**config.mk**
```make
export PLATFORM = sky130hd
export DESIGN_NAME = acf_filter
export DESIGN_NICKNAME = d
export VERILOG_FILES = /design/src/rtl/acf_pkg.sv /design/src/rtl/acf_cfg_regs.sv /design/src/rtl/acf_vec_build.sv /design/src/rtl/acf_cmp.sv /design/src/rtl/acf_filter.sv
export SDC_FILE = /design/constraint.sdc
export NUM_CORES = 1
export LEC_CHECK = 0
export BUFFER_PORTS_ARGS = -buffer_cell sky130_fd_sc_hd__clkbuf_2
export CAP_MARGIN = 30
export CORE_MARGIN = 2
export CORE_UTILIZATION = 35
export DETAILED_ROUTE_END_ITERATION = 10
export GPL_TIMING_DRIVEN = 0
export PLACE_DENSITY_LB_ADDON = 0.1
export SKIP_LAST_GASP = 1
export SLEW_MARGIN = 0
export SYNTH_ARGS = -nofsm -noshare
export SYNTH_HDL_FRONTEND = slang
export SYNTH_HIERARCHICAL = 1
export SYNTH_SLANG_ARGS = --single-unit
```
**constraint.sdc**
```tcl
create_clock -name clk -period 2.93 [get_ports clk]
set_input_delay 0 -clock clk [delete_from_list [all_inputs] [get_ports clk]]
set_output_delay 0 -clock clk [all_outputs]
set_load 0.005 [all_outputs]
```
**src/rtl/acf_pkg.sv**
```systemverilog
package acf_pkg;
   localparam int unsigned ACF_EXT_ID_W = 29;
   localparam int unsigned ACF_DLC_W    = 4;
   localparam int unsigned ACF_BYTE_W   = 8;

   typedef enum logic {
      SEL_CODE = 1'b0,
      SEL_MASK = 1'b1
   } acf_sel_e;

   typedef struct packed {
      logic                    ext;
      logic                    rtr;
      logic [ACF_DLC_W-1:0]    dlc;
      logic [ACF_EXT_ID_W-1:0] id;
      logic [ACF_BYTE_W-1:0]   d0;
      logic [ACF_BYTE_W-1:0]   d1;
   } acf_frame_t;
endpackage

```
**src/rtl/acf_cfg_regs.sv**
```systemverilog
module acf_cfg_regs
   import acf_pkg::*;
#(
   parameter int unsigned    REG_W    = 32,
   parameter logic [REG_W-1:0] MASK_RST = '1
)(
   input  logic             clk,
   input  logic             rst_n,
   input  logic             reset_mode,
   input  logic             wr_en,
   input  acf_sel_e         wr_sel,
   input  logic [REG_W-1:0] wr_data,
   output logic [REG_W-1:0] code_q,
   output logic [REG_W-1:0] mask_q
);
   logic wr_ok;
   assign wr_ok = reset_mode & wr_en;

   always_ff @(posedge clk or negedge rst_n) begin
      if (!rst_n) begin
         code_q <= '0;
         mask_q <= MASK_RST;
      end else if (wr_ok) begin
         if (wr_sel == SEL_CODE) code_q <= wr_data;
         else                    mask_q <= wr_data;
      end
   end

   // words frozen while the controller is operating
   p_frozen_outside_reset_r3: assert property (@(posedge clk) disable iff (!rst_n)
      !reset_mode |=> ($stable(code_q) && $stable(mask_q)));

   // a write in reset mode lands in the selected word
   p_code_write_r2: assert property (@(posedge clk) disable iff (!rst_n)
      (reset_mode && wr_en && wr_sel == SEL_CODE) |=> (code_q == $past(wr_data)));

   p_mask_write_r2: assert property (@(posedge clk) disable iff (!rst_n)
      (reset_mode && wr_en && wr_sel == SEL_MASK) |=> (mask_q == $past(wr_data)));
endmodule

```
**src/rtl/acf_vec_build.sv**
```systemverilog
module acf_vec_build
   import acf_pkg::*;
#(
   parameter int unsigned REG_W    = 32,
   parameter int unsigned STD_ID_W = 11,
   parameter int unsigned NF       = 2
)(
   input  acf_frame_t                   frm,
   input  logic                         dual,
   output logic [NF-1:0][REG_W-1:0]     fv,
   output logic [NF-1:0][REG_W-1:0]     care,
   output logic [NF-1:0]                en
);
   localparam int unsigned HALF    = REG_W / 2;
   localparam int unsigned SID_LO  = REG_W - STD_ID_W;
   localparam int unsigned SRTR    = SID_LO - 1;
   localparam int unsigned XID_LO  = REG_W - ACF_EXT_ID_W;
   localparam int unsigned XRTR    = XID_LO - 1;
   localparam int unsigned B0_LO   = 2 * ACF_BYTE_W - ACF_BYTE_W;
   localparam int unsigned NIB     = ACF_BYTE_W / 2;
   localparam int unsigned NH_LO   = SRTR - NIB;
   localparam int unsigned BID_LO  = HALF - STD_ID_W;
   localparam int unsigned BRTR    = BID_LO - 1;

   logic data1_ok, data2_ok;
   assign data1_ok = !frm.rtr && (frm.dlc >= ACF_DLC_W'(1));
   assign data2_ok = !frm.rtr && (frm.dlc >= ACF_DLC_W'(2));

   always_comb begin
      fv   = '0;
      care = '0;
      en   = '0;
      en[0] = 1'b1;
      if (!dual) begin
         if (!frm.ext) begin
            fv[0][REG_W-1:SID_LO]   = frm.id[STD_ID_W-1:0];
            care[0][REG_W-1:SID_LO] = '1;
            fv[0][SRTR]             = frm.rtr;
            care[0][SRTR]           = 1'b1;
            fv[0][B0_LO +: ACF_BYTE_W] = frm.d0;
            fv[0][0 +: ACF_BYTE_W]     = frm.d1;
            if (data1_ok) care[0][B0_LO +: ACF_BYTE_W] = '1;
            if (data2_ok) care[0][0 +: ACF_BYTE_W]     = '1;
         end else begin
            fv[0][REG_W-1:XID_LO]   = frm.id;
            care[0][REG_W-1:XID_LO] = '1;
            fv[0][XRTR]             = frm.rtr;
            care[0][XRTR]           = 1'b1;
         end
      end else begin
         en = '1;
         if (!frm.ext) begin
            fv[0][REG_W-1:SID_LO]   = frm.id[STD_ID_W-1:0];
            care[0][REG_W-1:SID_LO] = '1;
            fv[0][SRTR]             = frm.rtr;
            care[0][SRTR]           = 1'b1;
            fv[0][NH_LO +: NIB]     = frm.d0[ACF_BYTE_W-1:NIB];
            fv[0][0 +: NIB]         = frm.d0[NIB-1:0];
            if (data1_ok) begin
               care[0][NH_LO +: NIB] = '1;
               care[0][0 +: NIB]     = '1;
            end
            fv[1][HALF-1:BID_LO]    = frm.id[STD_ID_W-1:0];
            care[1][HALF-1:BID_LO]  = '1;
            fv[1][BRTR]             = frm.rtr;
            care[1][BRTR]           = 1'b1;
         end else begin
            fv[0][REG_W-1:HALF]     = frm.id[ACF_EXT_ID_W-1 -: HALF];
            care[0][REG_W-1:HALF]   = '1;
            fv[1][HALF-1:0]         = frm.id[ACF_EXT_ID_W-1 -: HALF];
            care[1][HALF-1:0]       = '1;
         end
      end
   end
endmodule

```
**src/rtl/acf_cmp.sv**
```systemverilog
module acf_cmp #(
   parameter int unsigned REG_W = 32
)(
   input  logic             en,
   input  logic [REG_W-1:0] fv,
   input  logic [REG_W-1:0] care,
   input  logic [REG_W-1:0] code,
   input  logic [REG_W-1:0] mask,
   output logic             hit
);
   logic [REG_W-1:0] diff;
   assign diff = (fv ^ code) & ~mask & care;
   assign hit  = en && (diff == '0);

   // an all-ones mask can never cause a miss on an enabled filter
   always_comb begin
      if (en && (&mask)) begin
         p_dontcare_hit_r4: assert (hit);
      end
   end
endmodule

```
**src/rtl/acf_filter.sv**
```systemverilog
module acf_filter
   import acf_pkg::*;
#(
   parameter int unsigned REG_W    = 32,
   parameter int unsigned STD_ID_W = 11,
   parameter int unsigned NF       = 2
)(
   input  logic                    clk,
   input  logic                    rst_n,
   input  logic                    reset_mode,
   input  logic                    cfg_wr_en,
   input  logic                    cfg_wr_sel,
   input  logic [REG_W-1:0]        cfg_wr_data,
   input  logic                    dual_mode,
   input  logic                    frm_valid,
   input  logic                    frm_ext,
   input  logic [ACF_EXT_ID_W-1:0] frm_id,
   input  logic                    frm_rtr,
   input  logic [ACF_DLC_W-1:0]    frm_dlc,
   input  logic [ACF_BYTE_W-1:0]   frm_data0,
   input  logic [ACF_BYTE_W-1:0]   frm_data1,
   output logic                    store,
   output logic                    drop
);
   initial begin
      a_reg_w: assert (REG_W == 32) else $error("REG_W must be 32");
      a_std_w: assert (STD_ID_W + 1 + 2 * ACF_BYTE_W <= REG_W) else $error("STD_ID_W too wide");
      a_nf:    assert (NF == 2) else $error("NF must be 2");
   end

   logic [REG_W-1:0]          code_q, mask_q;
   acf_frame_t                frm;
   logic [NF-1:0][REG_W-1:0]  fv, care;
   logic [NF-1:0]             en, hit;
   logic                      accept;
   logic                      store_q, drop_q;

   assign frm = '{ext: frm_ext, rtr: frm_rtr, dlc: frm_dlc, id: frm_id,
                  d0: frm_data0, d1: frm_data1};

   acf_cfg_regs #(.REG_W(REG_W)) u_cfg (
      .clk        (clk),
      .rst_n      (rst_n),
      .reset_mode (reset_mode),
      .wr_en      (cfg_wr_en),
      .wr_sel     (acf_sel_e'(cfg_wr_sel)),
      .wr_data    (cfg_wr_data),
      .code_q     (code_q),
      .mask_q     (mask_q)
   );

   acf_vec_build #(.REG_W(REG_W), .STD_ID_W(STD_ID_W), .NF(NF)) u_vec (
      .frm  (frm),
      .dual (dual_mode),
      .fv   (fv),
      .care (care),
      .en   (en)
   );

   for (genvar g = 0; g < NF; g++) begin : g_flt
      acf_cmp #(.REG_W(REG_W)) u_cmp (
         .en   (en[g]),
         .fv   (fv[g]),
         .care (care[g]),
         .code (code_q),
         .mask (mask_q),
         .hit  (hit[g])
      );
   end

   assign accept = |hit;

   always_ff @(posedge clk or negedge rst_n) begin
      if (!rst_n) begin
         store_q <= 1'b0;
         drop_q  <= 1'b0;
      end else begin
         store_q <= frm_valid & accept;
         drop_q  <= frm_valid & ~accept;
      end
   end

   assign store = store_q;
   assign drop  = drop_q;

   // one outcome per strobe, one cycle later
   p_one_outcome_r5: assert property (@(posedge clk) disable iff (!rst_n)
      frm_valid |=> (store ^ drop));

   p_quiet_r5: assert property (@(posedge clk) disable iff (!rst_n)
      !frm_valid |=> !(store || drop));

   // all-ones mask passes every frame
   p_accept_all_r4: assert property (@(posedge clk) disable iff (!rst_n)
      (frm_valid && (&mask_q)) |=> store);
endmodule

```
# --- Word-level counts from Yosys, hierarchy flattened ---
# Cells that the tools add are included.
totals:
  reg_bits: 66
  input_bits: 90
  out_inout_bits: 2
  elab_cells: 51
op_classes:
  n_lt_le_gt_ge: 2
  mux: 23
  n_bitwise: 12
  reduce_logical: 10
op_table:
  columns: ["cell", "n"]
  rows:
  - ["AND 32 bit", 3]
  - ["2-to-1 mux 16 bit", 5]
  - ["zero test 32 bit", 2]
  - ["2-to-1 mux 12 bit", 3]
  - ["AND 32 x 16 -> 32 bit", 1]
  - ["2-to-1 mux 4 bit", 8]
  - ["inverter 32 bit", 1]
  - ["bitwise XOR 16 x 32 -> 32 bit", 1]
  - ["bitwise XOR 32 bit", 1]
  - ["2-to-1 mux 14 bit", 2]
  - ["2-to-1 mux 8 bit", 2]
  - ["2-to-1 mux 2 bit", 3]
  - [">= comparator 4 x 1 -> 1 bit, second input constant", 1]
  - [">= comparator 4 x 2 -> 1 bit, second input constant", 1]
  - ["logical AND 1 bit", 4]
  - ["AND reduction 2 bit", 2]
  - ["AND 1 bit", 3]
  - ["inverter 1 bit", 2]
  - ["OR reduction 2 bit", 1]
  - ["zero test 1 bit", 1]

# --- Longest topological paths before layout ---
# Gate-level depths: netlist (run 1).
logic_depth:
  word_depth: 11
  mapped_depth: 11
  depth_no_buf: 8

# --- By module ---
# Netlist (run 1), hierarchy kept.
modules_own_cells:
  columns: ["mod", "instances", "cells_each", "area_per_inst_um2", "seq_area_each_um2"]
  rows:
  - ["acf_cfg_regs", 1, 136, 2553.7, 1641.6]
  - ["acf_vec_build", 1, 166, 1278.7, 0.0]
  - ["acf_cmp", 2, 76, 594.3, 0.0]
  - ["acf_filter", 1, 4, 70.1, 50.0]

# --- Worst setup path after synthesis (run 1) ---
# OpenSTA, ideal clock, no wires.
synth_timing:
  path_type: "input-to-reg"
  startpoint: "input port frm_ext"
  endpoint: "register store_q, in the netlist store"
  setup_ps: 119
  arrival_ps: 1568
  t_required_ps: 2811
  setup_slack_ps: 1243
  stages: 11
  path_buffers: 4
  path_cell_list: "buf_6 -> buf_12 -> buf_8 -> inv_1 -> a221oi_2 -> buf_4 -> nor3b_1 -> nor4_1 -> nand4_1 -> nor3_2 -> o21a_1"
synth_lines:
  columns: ["element", "line", "rtl"]
  rows:
  - ["start: declaration", "acf_filter.sv:16", "input logic frm_ext,"]
  - ["end signal: assignment", "acf_filter.sv:78", "store_q <= frm_valid & accept;"]
  - ["end: declaration", "acf_filter.sv:36", "logic store_q, drop_q;"]

==> results.yml, run 1 <==
grt:
  antenna_found_initial: 0
  grt_pass1_vias: 3977
  grt_pass1_wl_um: 22900
  gr-max-usage-layer: "met2"
  grt_max_degree: 35
  grtUsageTotal_pct: 19.7
  grt_util_met1_pct: 24.5
  grt_overflow_total: 0
  grtUsageMet2_pct: 34.0
  use_met3_pct: 2.92
drt:
  drc_errors: 0
  avgRoutedWirePerCell_um: 17.8
  vias_per_cell: 4.52
  num_vias: 3735
  antenna_left: 0
  finalWirelength_um: 14700
  firstDrtPassIters: 4
  drt-initial-drc-count: 149
timing:
  setup_viol: 0
  setup_tns_ns: 0
  grt_setup_unrepaired: "no"
  drv_slew: 0
  max_freq_mhz: 410
  max_slew_margin_pct: 44.8
  hold_viol_final: 0
  skew_ns: 0.00266
  worst_slew_pin_slew_ns: 0.819
  period_minus_slack_ns: 2.44
  period_share_pct: 83.2
power_and_ir_drop:
  power_mw: 3.42
  max-vdd-ir-drop_mv: 0.253
  powerDensity_nw_per_um2: 517
  p_leak_nw: 3.02
floorplanning:
  num_io_pins: 92
  initial_core_util_pct: 35.4
  rows: 44
  dieArea_um2: 15500
  core_um2: 14400
  fp.dieW_um: 125
  fp.dieH_um: 125
clocking:
  post_cts_buffers: 0
  clockBufferDepth: 2
  clk_latency_ns: 0.33
  clk_pin_slew_ns: 0.06
  hold_buffers: 34
  cts_made_buffers: 9
  cts_tree: "yes"
  h-tree-depth: 3
  clkSinkCount: 66
  cts_root_buffer: "clkbuf_16"
  cts_resized: 0
synth:
  yosys_warnings: 6
  synth_area_per_cell_um2: 11.1
  seq_area_frac_synth_pct: 33.2
  synth_cells: 458
  synth.distinct_cells: 40
  ys_seq_elements: 66
  synthArstFlopShare_pct: 100
  synth_edf_count: 0
  synthFlopType: "dfrtp_1"
  syn_area_um2: 5090
min_path:
  hold_class: "in2reg"
placement:
  hpwl_um: 11300
  gp_congestion: 0.878
  io_buffers: 90
final_layout:
  nets: 727
  regArea_um2: 1690
  area_growth_pct: 29.9
  n_fill_cell: 1442
  diodes: 0
  drive_above_1_share_pct: 43.1
  multi_input_comb_area_um2: 2850
flow_run:
  maxCapViolCount: 0
outcome:
  status: "finished clean"
critical_path:
  path_class: "in2reg"
  cp_max_fo: 17
  end_kind: "flop"
  required_ns: 3.20
  start_kind: "primary input"
  crit_arrival_ns: 2.71
-- final cells by class --
| cell class | count | area share, % |
|---|---|---|
| buffer | 91 | 10.6 |
| clock buffer | 15 | 4.35 |
| clock inverter | 1 | 0.454 |
| inverter | 3 | 0.170 |
| multi-input combinational | 341 | 43.1 |
| sequential | 66 | 25.6 |
| tap | 184 | 3.48 |
| timing repair buffer | 125 | 12.3 |
-- sequential cells by signal (all words and copies together) (netlist names) --
register	flops
drop	1
store	1
u_cfg/code_q	32
u_cfg/mask_q	32
-- layer usage --
layer	part of all wire (%)	routed length, um	up-vias
met2	50	7300	64
li1	-	-	1839
met4	3.0	434	0
met1	45	6620	1807
met3	2.3	342	25
met5	0	0	-
-- layout by cell type, fill, tap and decap left out, types with 5 or more instances in the layout --
master,synthesis,final
and2_1,13,13
buf_4,77,77
buf_6,5,5
clkbuf_1,3,5
clkbuf_16,0,9
clkbuf_2,0,89
conb_1,2,45
dfrtp_1,34,34
dfstp_2,32,32
dlygate4sd3_1,0,34
mux2_1,30,30
mux2_2,11,11
mux2_4,35,35
mux2i_1,16,16
nor2_1,15,15
nor3b_1,58,58
nor4_1,15,15
xnor2_1,58,58
xor2_1,6,6
-- where the power goes --
group          leakage [nW]  switching (mW)  internal [mW]  total, mW
logic                  2.13           0.387          0.576      0.964
registers             0.741           0.165           1.15       1.31
clock network         0.156           0.393          0.752       1.15
total                  3.02           0.946           2.48       3.42
-- metrics by stage --
stage	setup slack (ns)	cells	instance area [um^2]	hold slack, ns	util, %
6_report	0.491	826	6610	0.140	46.0
2_1_floorplan	1.24	501	5250	-0.296	-
5_1_grt	0.249	826	6610	0.145	46.0
4_1_cts	0.449	826	6610	0.142	46.0
3_5_place_dp	0.0930	776	5960	0.0266	41.4
3_3_place_gp	0.135	775	5930	0.223	41.3
-- final timing paths --
kind	slack, ns	from	endpoint	depth (start not counted)
max	0.49	dual_mode	store	10
min	0.14	cfg_wr_sel	u_cfg/mask_q[31]	3
max reg2reg	1.04	u_cfg/code_q[30]	store	6
min reg2reg	0.56	u_cfg/code_q[10]	u_cfg/code_q[10]	1
max in group asynchronous	2.09	rst_n	u_cfg/mask_q[26]	3
min in group asynchronous	0.21	rst_n	u_cfg/code_q[12]	2
-- logic make-up (layout without fill, tap and decap cells) --
logic type,after synthesis,count (layout),synth area share (%)
AO/OA/AOI/OAI,14,14,2.29
multiplexers,92,92,22.5
AND/OR/NAND/NOR,126,126,16.8
XOR/XNOR,64,64,11.0
other,2,45,0.148
flip-flops,66,66,33.2
buffers and inverters,94,235,14.0
-- worst max-delay path, stage by stage --
cell and delay, ns:
clkbuf_2 0.37, buf_4 0.28, clkbuf_1 0.54, nor2_1 0.14, xnor2_1 0.16, nor3b_1 0.07, nor4_1 0.44, nand4_1 0.23
nor3_2 0.32, o21a_1 0.15
-- synth_stat cells (all sizes together) (2+ instances only) --
master	n	area share, %
buf	88	14
mux2	76	19
nor3b	59	8.8
xnor2	58	10
dfrtp	34	17
dfstp	32	17
mux2i	16	3.1
nor2	15	1.1
nor4	15	1.8
and2	13	1.6
xor2	6	1.0
nand3b	5	0.98
a22o	4	0.69
and3	4	0.49
nand4	4	0.49
nor3	4	0.59
clkbuf	3	0.22
inv	3	0.22
nand3	3	0.39
a31oi	2	0.25
conb	2	0.15
nand2b	2	0.25
o2bb2ai	2	0.34
o31ai	2	0.29
Note: power is estimated with default switching activity, not from simulation.
==> run 2, diff against run 1 <==
Clock period 2.93 ns to 2 ns, I/O delays scaled along.
==> run 2 against run 1 <==
  * Count of clock-buffer cells in the layout is the same
  * Via count grew 0.80%
  * Clock skew is essentially flat
  * Wire length grew 0.31%
  * Register-to-register slack lost 0.82 ns
  * Hold slack gained 0.0021 ns
  * Die area is the same
  * Power grew 48%
  * Cell count grew 0.24%
  * Sequential share of layout area shrank 0.30 points
  * Critical path type unchanged
==> results.yml, run 2 (same netlist as run 1, synthesis figures left out) <==
grt:
  grt_pass1_wl_um: 22900
  grt_pass1_vias: 3995
  grtUsageTotal_pct: 19.7
  antenna_found_initial: 0
  grt_overflow_total: 0
  grt_max_degree: 35
critical_path:
  path_class: "in2reg"
  worstPathCellList: "buf_4 -> clkbuf_2 -> o31ai_2 -> buf_4 -> nor3b_1 -> nor4_2 -> nand4_1 -> nor3_4 -> o21a_1"
  cp_common_cell: "buf_4"
  crit_arrival_ns: 2.10
  crit_slowest_cell: "o31ai_2"
  cp_max_fo: 17
  required_ns: 2.22
  crit_path_max_incr_delay_ns: 0.52
  end_kind: "flop"
  start_kind: "primary input"
  r2r_slack_ns: 0.22
timing:
  hold_viol_final: 0
  max_freq_mhz: 532
  drv_slew: 0
  period_minus_slack_ns: 1.88
  setup_tns_ns: 0
  finalWorstSetupSlack_ns: 0.121
  grt_setup_unrepaired: "no"
  setup_viol: 0
  worst_slew_pin_slew_ns: 0.524
  period_share_pct: 93.9
  skew_ns: 0.00311
  max_slew_margin_pct: 65.0
power_and_ir_drop:
  max-vdd-ir-drop_mv: 0.375
  switching_share_pct: 27.9
  seqPwrFrac_pct: 38.1
  powerDensity_nw_per_um2: 754
  p_leak_nw: 3.07
  combinationalPowerShare_pct: 28.7
  internal-power_mw: 3.64
  pwr-share-clk_pct: 33.2
  p_switching_mw: 1.41
drt:
  drc_errors: 0
  vias_per_cell: 4.55
  num_vias: 3765
  drt-initial-drc-count: 173
  finalWirelength_um: 14700
  avgRoutedWirePerCell_um: 17.8
  antenna_left: 0
  firstDrtPassIters: 4
floorplanning:
  rows: 44
  fp.dieW_um: 125
  initial_core_util_pct: 35.4
  core_um2: 14400
  fp.dieH_um: 125
  num_io_pins: 92
  dieArea_um2: 15500
final_layout:
  area_growth_pct: 31.5
  drive_above_1_share_pct: 44.6
  final_area_um2: 6690
  nets: 729
  top_regs: "u_cfg/code_q: 32 flops, u_cfg/mask_q: 32 flops"
  final_common_cell: "clkbuf_2"
  regArea_um2: 1690
  mostFrequentLayoutCells: "clkbuf_2 (89), buf_4 (80), xnor2_1 (58), nor3b_1 (58), conb_1 (45)"
  multi_input_comb_area_um2: 2900
  n_fill_cell: 1435
  diodes: 0
placement:
  hpwl_um: 11300
  dpl_cell_area_um2: 5960
  io_buffers: 90
  dp_slack_ns: -0.837
  gp_congestion: 0.878
clocking:
  clockBufferDepth: 2
  clkSinkCount: 66
  clk_pin_slew_ns: 0.05
  cts_tree: "yes"
  cts_made_buffers: 9
  clk_latency_ns: 0.33
  cts_root_buffer: "clkbuf_16"
  h-tree-depth: 3
flow_run:
  maxCapViolCount: 0
outcome:
  status: "finished clean"
min_path:
  hold_class: "in2reg"
[run 2: metal layers]
layer	global-route usage, %	vias up	share of wire [%]
met5	0	-	0
met4	8.13	0	3.4
met3	2.88	27	3.0
met2	34.2	73	49
met1	24.4	1817	45
li1	-	1848	-
[run 2: area by class of cell]
class	count	area share, %
inverters	3	0.168
clock buffers	15	4.30
clock inverters	1	0.449
flip-flops and latches	66	25.3
multi-input cells	341	43.4
repair buffers	127	12.4
well taps	184	3.44
plain buffers	91	10.6
[run 2: timing repair]
action / CTS / global route
hold buffers: 34 / 0
pin swaps: 0 / 2
setup buffers: 0 / 2
gates resized for setup: 9 / 9
endpoints found under the hold margin: 83 / 0
gates cloned: 0 / 0
endpoints found under the setup margin: 2 / 2
[run 2: final timing paths]
path | from | end | cells after the start
max in group asynchronous | rst_n | u_cfg/mask_q[26] | 3
worst min-delay path | cfg_wr_sel | u_cfg/mask_q[31] | 3
min in group asynchronous | rst_n | u_cfg/code_q[12] | 2
worst max register to register | u_cfg/code_q[6] | store | 6
worst min register to register | u_cfg/code_q[10] | u_cfg/code_q[10] | 1
worst max-delay path | dual_mode | store | 9
[run 2: critical path, delay by kind of cell]
family          cells  cell delay, ns
simple gates        4            0.77
compound gates      2            0.69
buf+inv             3            0.63
[run 2: power groups by stage]
stage | clock network, mW | logic (mW) | registers [mW]
after floorplan | 0 | 1.01 | 1.88
after global placement | 0 | 1.33 | 1.93
after detailed placement | 0 | 1.36 | 1.94
after CTS | 1.72 | 1.43 | 1.92
after global routing | 1.78 | 1.58 | 1.97
final | 1.68 | 1.45 | 1.92
[run 2: through the flow]
| stage | total power [mW] | hold slack, ns | util, % | cells |
|---|---|---|---|---|
| 2_1_floorplan | 2.89 | -0.296 | - | 501 |
| 3_3_place_gp | 3.27 | 0.223 | 41.3 | 775 |
| 3_5_place_dp | 3.31 | 0.0266 | 41.4 | 776 |
| 4_1_cts | 5.08 | 0.142 | 46.2 | 826 |
| 5_1_grt | 5.33 | 0.147 | 46.6 | 828 |
| 6_report | 5.05 | 0.142 | 46.6 | 828 |
==> run 3, diff against run 2 <==
Settings changed: PLACE_DENSITY_LB_ADDON 0.1 to unset.
==> run 3 against run 2 <==
  * Critical path depth is 1 higher
  * First-iteration DRC count is 20% lower
  * Global-route usage is 1.3 points lower
  * Largest power group unchanged
  * Sequential power hardly changed
  * Wire length is 5.6% lower
==> results.yml, run 3 (same netlist as run 1, synthesis figures left out) <==
outcome:
  status: "finished clean"
final_layout:
  diodes: 0
  n_fill_cell: 1341
  top_regs: "u_cfg/code_q: 32 flops, u_cfg/mask_q: 32 flops"
  multi_input_comb_area_um2: 2880
  stdcell_count: 826
  regArea_um2: 1690
  area_growth_pct: 30.1
  nets: 727
  mostFrequentLayoutCells: "clkbuf_2 (89), buf_4 (77), xnor2_1 (58), nor3b_1 (58), conb_1 (45)"
  final_common_cell: "clkbuf_2"
  final_area_um2: 6620
  drive_above_1_share_pct: 44.1
grt:
  grt_overflow_total: 0
  grt_pass1_wl_um: 21700
  grtUsageTotal_pct: 18.4
  antenna_found_initial: 0
  grt_pass1_vias: 3907
  grt_max_degree: 39
floorplanning:
  rows: 44
  fp.dieH_um: 125
  core_um2: 14400
  fp.dieW_um: 125
  dieArea_um2: 15500
  num_io_pins: 92
  initial_core_util_pct: 35.4
placement:
  dp_slack_ns: -0.743
  placed_cells_incl_taps: 776
  dpl_cell_area_um2: 5960
  io_buffers: 90
  hpwl_um: 11000
  gp_congestion: 0.884
drt:
  drc_errors: 0
  avgRoutedWirePerCell_um: 16.8
  num_vias: 3775
  antenna_left: 0
  vias_per_cell: 4.57
  drt-initial-drc-count: 139
  firstDrtPassIters: 4
  finalWirelength_um: 13900
power_and_ir_drop:
  p_leak_nw: 3.02
  powerDensity_nw_per_um2: 735
  max-vdd-ir-drop_mv: 0.436
timing:
  max_slew_margin_pct: 49.3
  period_minus_slack_ns: 1.93
  skew_ns: 0.00562
  period_share_pct: 96.3
  worst_slew_pin_slew_ns: 0.753
  hold_slack_ns: 0.0952
  setup_tns_ns: 0
  grt_setup_unrepaired: "no"
  setup_viol: 0
  hold_viol_final: 0
  drv_slew: 0
  max_freq_mhz: 519
  finalWorstSetupSlack_ns: 0.0731
critical_path:
  crit_arrival_ns: 2.15
  start_kind: "primary input"
  end_kind: "flop"
  required_ns: 2.23
  cp_max_fo: 17
  path_class: "in2reg"
clocking:
  h-tree-depth: 3
  clk_pin_slew_ns: 0.05
  cts_root_buffer: "clkbuf_16"
  clockBufferDepth: 2
  cts_tree: "yes"
  clk_latency_ns: 0.34
  clkSinkCount: 66
  post_cts_buffers: 0
  cts_made_buffers: 9
flow_run:
  maxCapViolCount: 0
min_path:
  hold_class: "in2reg"
==> run 3: changes by cell type in the layout (fill, tap and decap cells not counted), sizes merged <==
cell and delta:
buf -3, bufinv -1, clkinv +2
==> run 3: worst paths after layout <==
path	startpoint	endpoint	slack (ns)	cells past startpoint
worst max-delay path	dual_mode	store	0.07	10
worst min-delay path	reset_mode	u_cfg/code_q[28]	0.1	3
worst max register to register	u_cfg/code_q[5]	store	0.21	6
worst min register to register	u_cfg/code_q[6]	u_cfg/code_q[6]	0.56	1
max in group asynchronous	rst_n	u_cfg/mask_q[21]	1.19	3
min in group asynchronous	rst_n	u_cfg/code_q[14]	0.18	2
==> run 3: final cells by class <==
cell class / count / area share (%)
clock inverters: 2 / 0.151
inverters: 3 / 0.170
clock buffers: 14 / 4.14
repair buffers: 125 / 12.3
plain buffers: 91 / 10.7
flip-flops and latches: 66 / 25.5
well taps: 184 / 3.48
multi-input cells: 341 / 43.5
==> run 3: critical path, cell delays in order <==
cell and delay (ns):
clkbuf_4 0.28, buf_4 0.24, nand2b_1 0.09, o21ai_0 0.58
buf_4 0.22, nor3b_1 0.24, nor4_2 0.10, nand4_1 0.15
nor3_2 0.08, o21a_1 0.16
==> run 3: repair_timing <==
| item | in CTS | in global routing |
|---|---|---|
| pin swaps | 0 | 1 |
| hold endpoints to repair | 94 | 0 |
| hold buffers | 34 | 0 |
| setup endpoints to repair | 2 | 2 |
| gates resized for setup | 6 | 7 |
==> run 3: per-stage QoR <==
step                utilization (%)  power (mW)
floorplan                         -        2.89
global placement               41.3        3.23
detailed placement             41.4        3.29
CTS                            46.0        4.90
global route                   46.1        5.12
finish                         46.1        4.86
==> run 3: report_power, final <==
part / total (mW) / switching (mW) / internal [mW] / leakage (nW)
Sequential: 1.93 / 0.245 / 1.68 / 0.741
Clock: 1.52 / 0.584 / 0.937 / 0.143
Combinational: 1.42 / 0.563 / 0.853 / 2.14
==> run 3: routing by layer <==
layer	global-route usage (%)	vias to the layer above	share of wire [%]
met5	0	-	0
met4	6.01	0	2.2
met3	4.73	19	4.0
met2	31.5	73	50
met1	22.7	1837	44
li1	-	1846	-
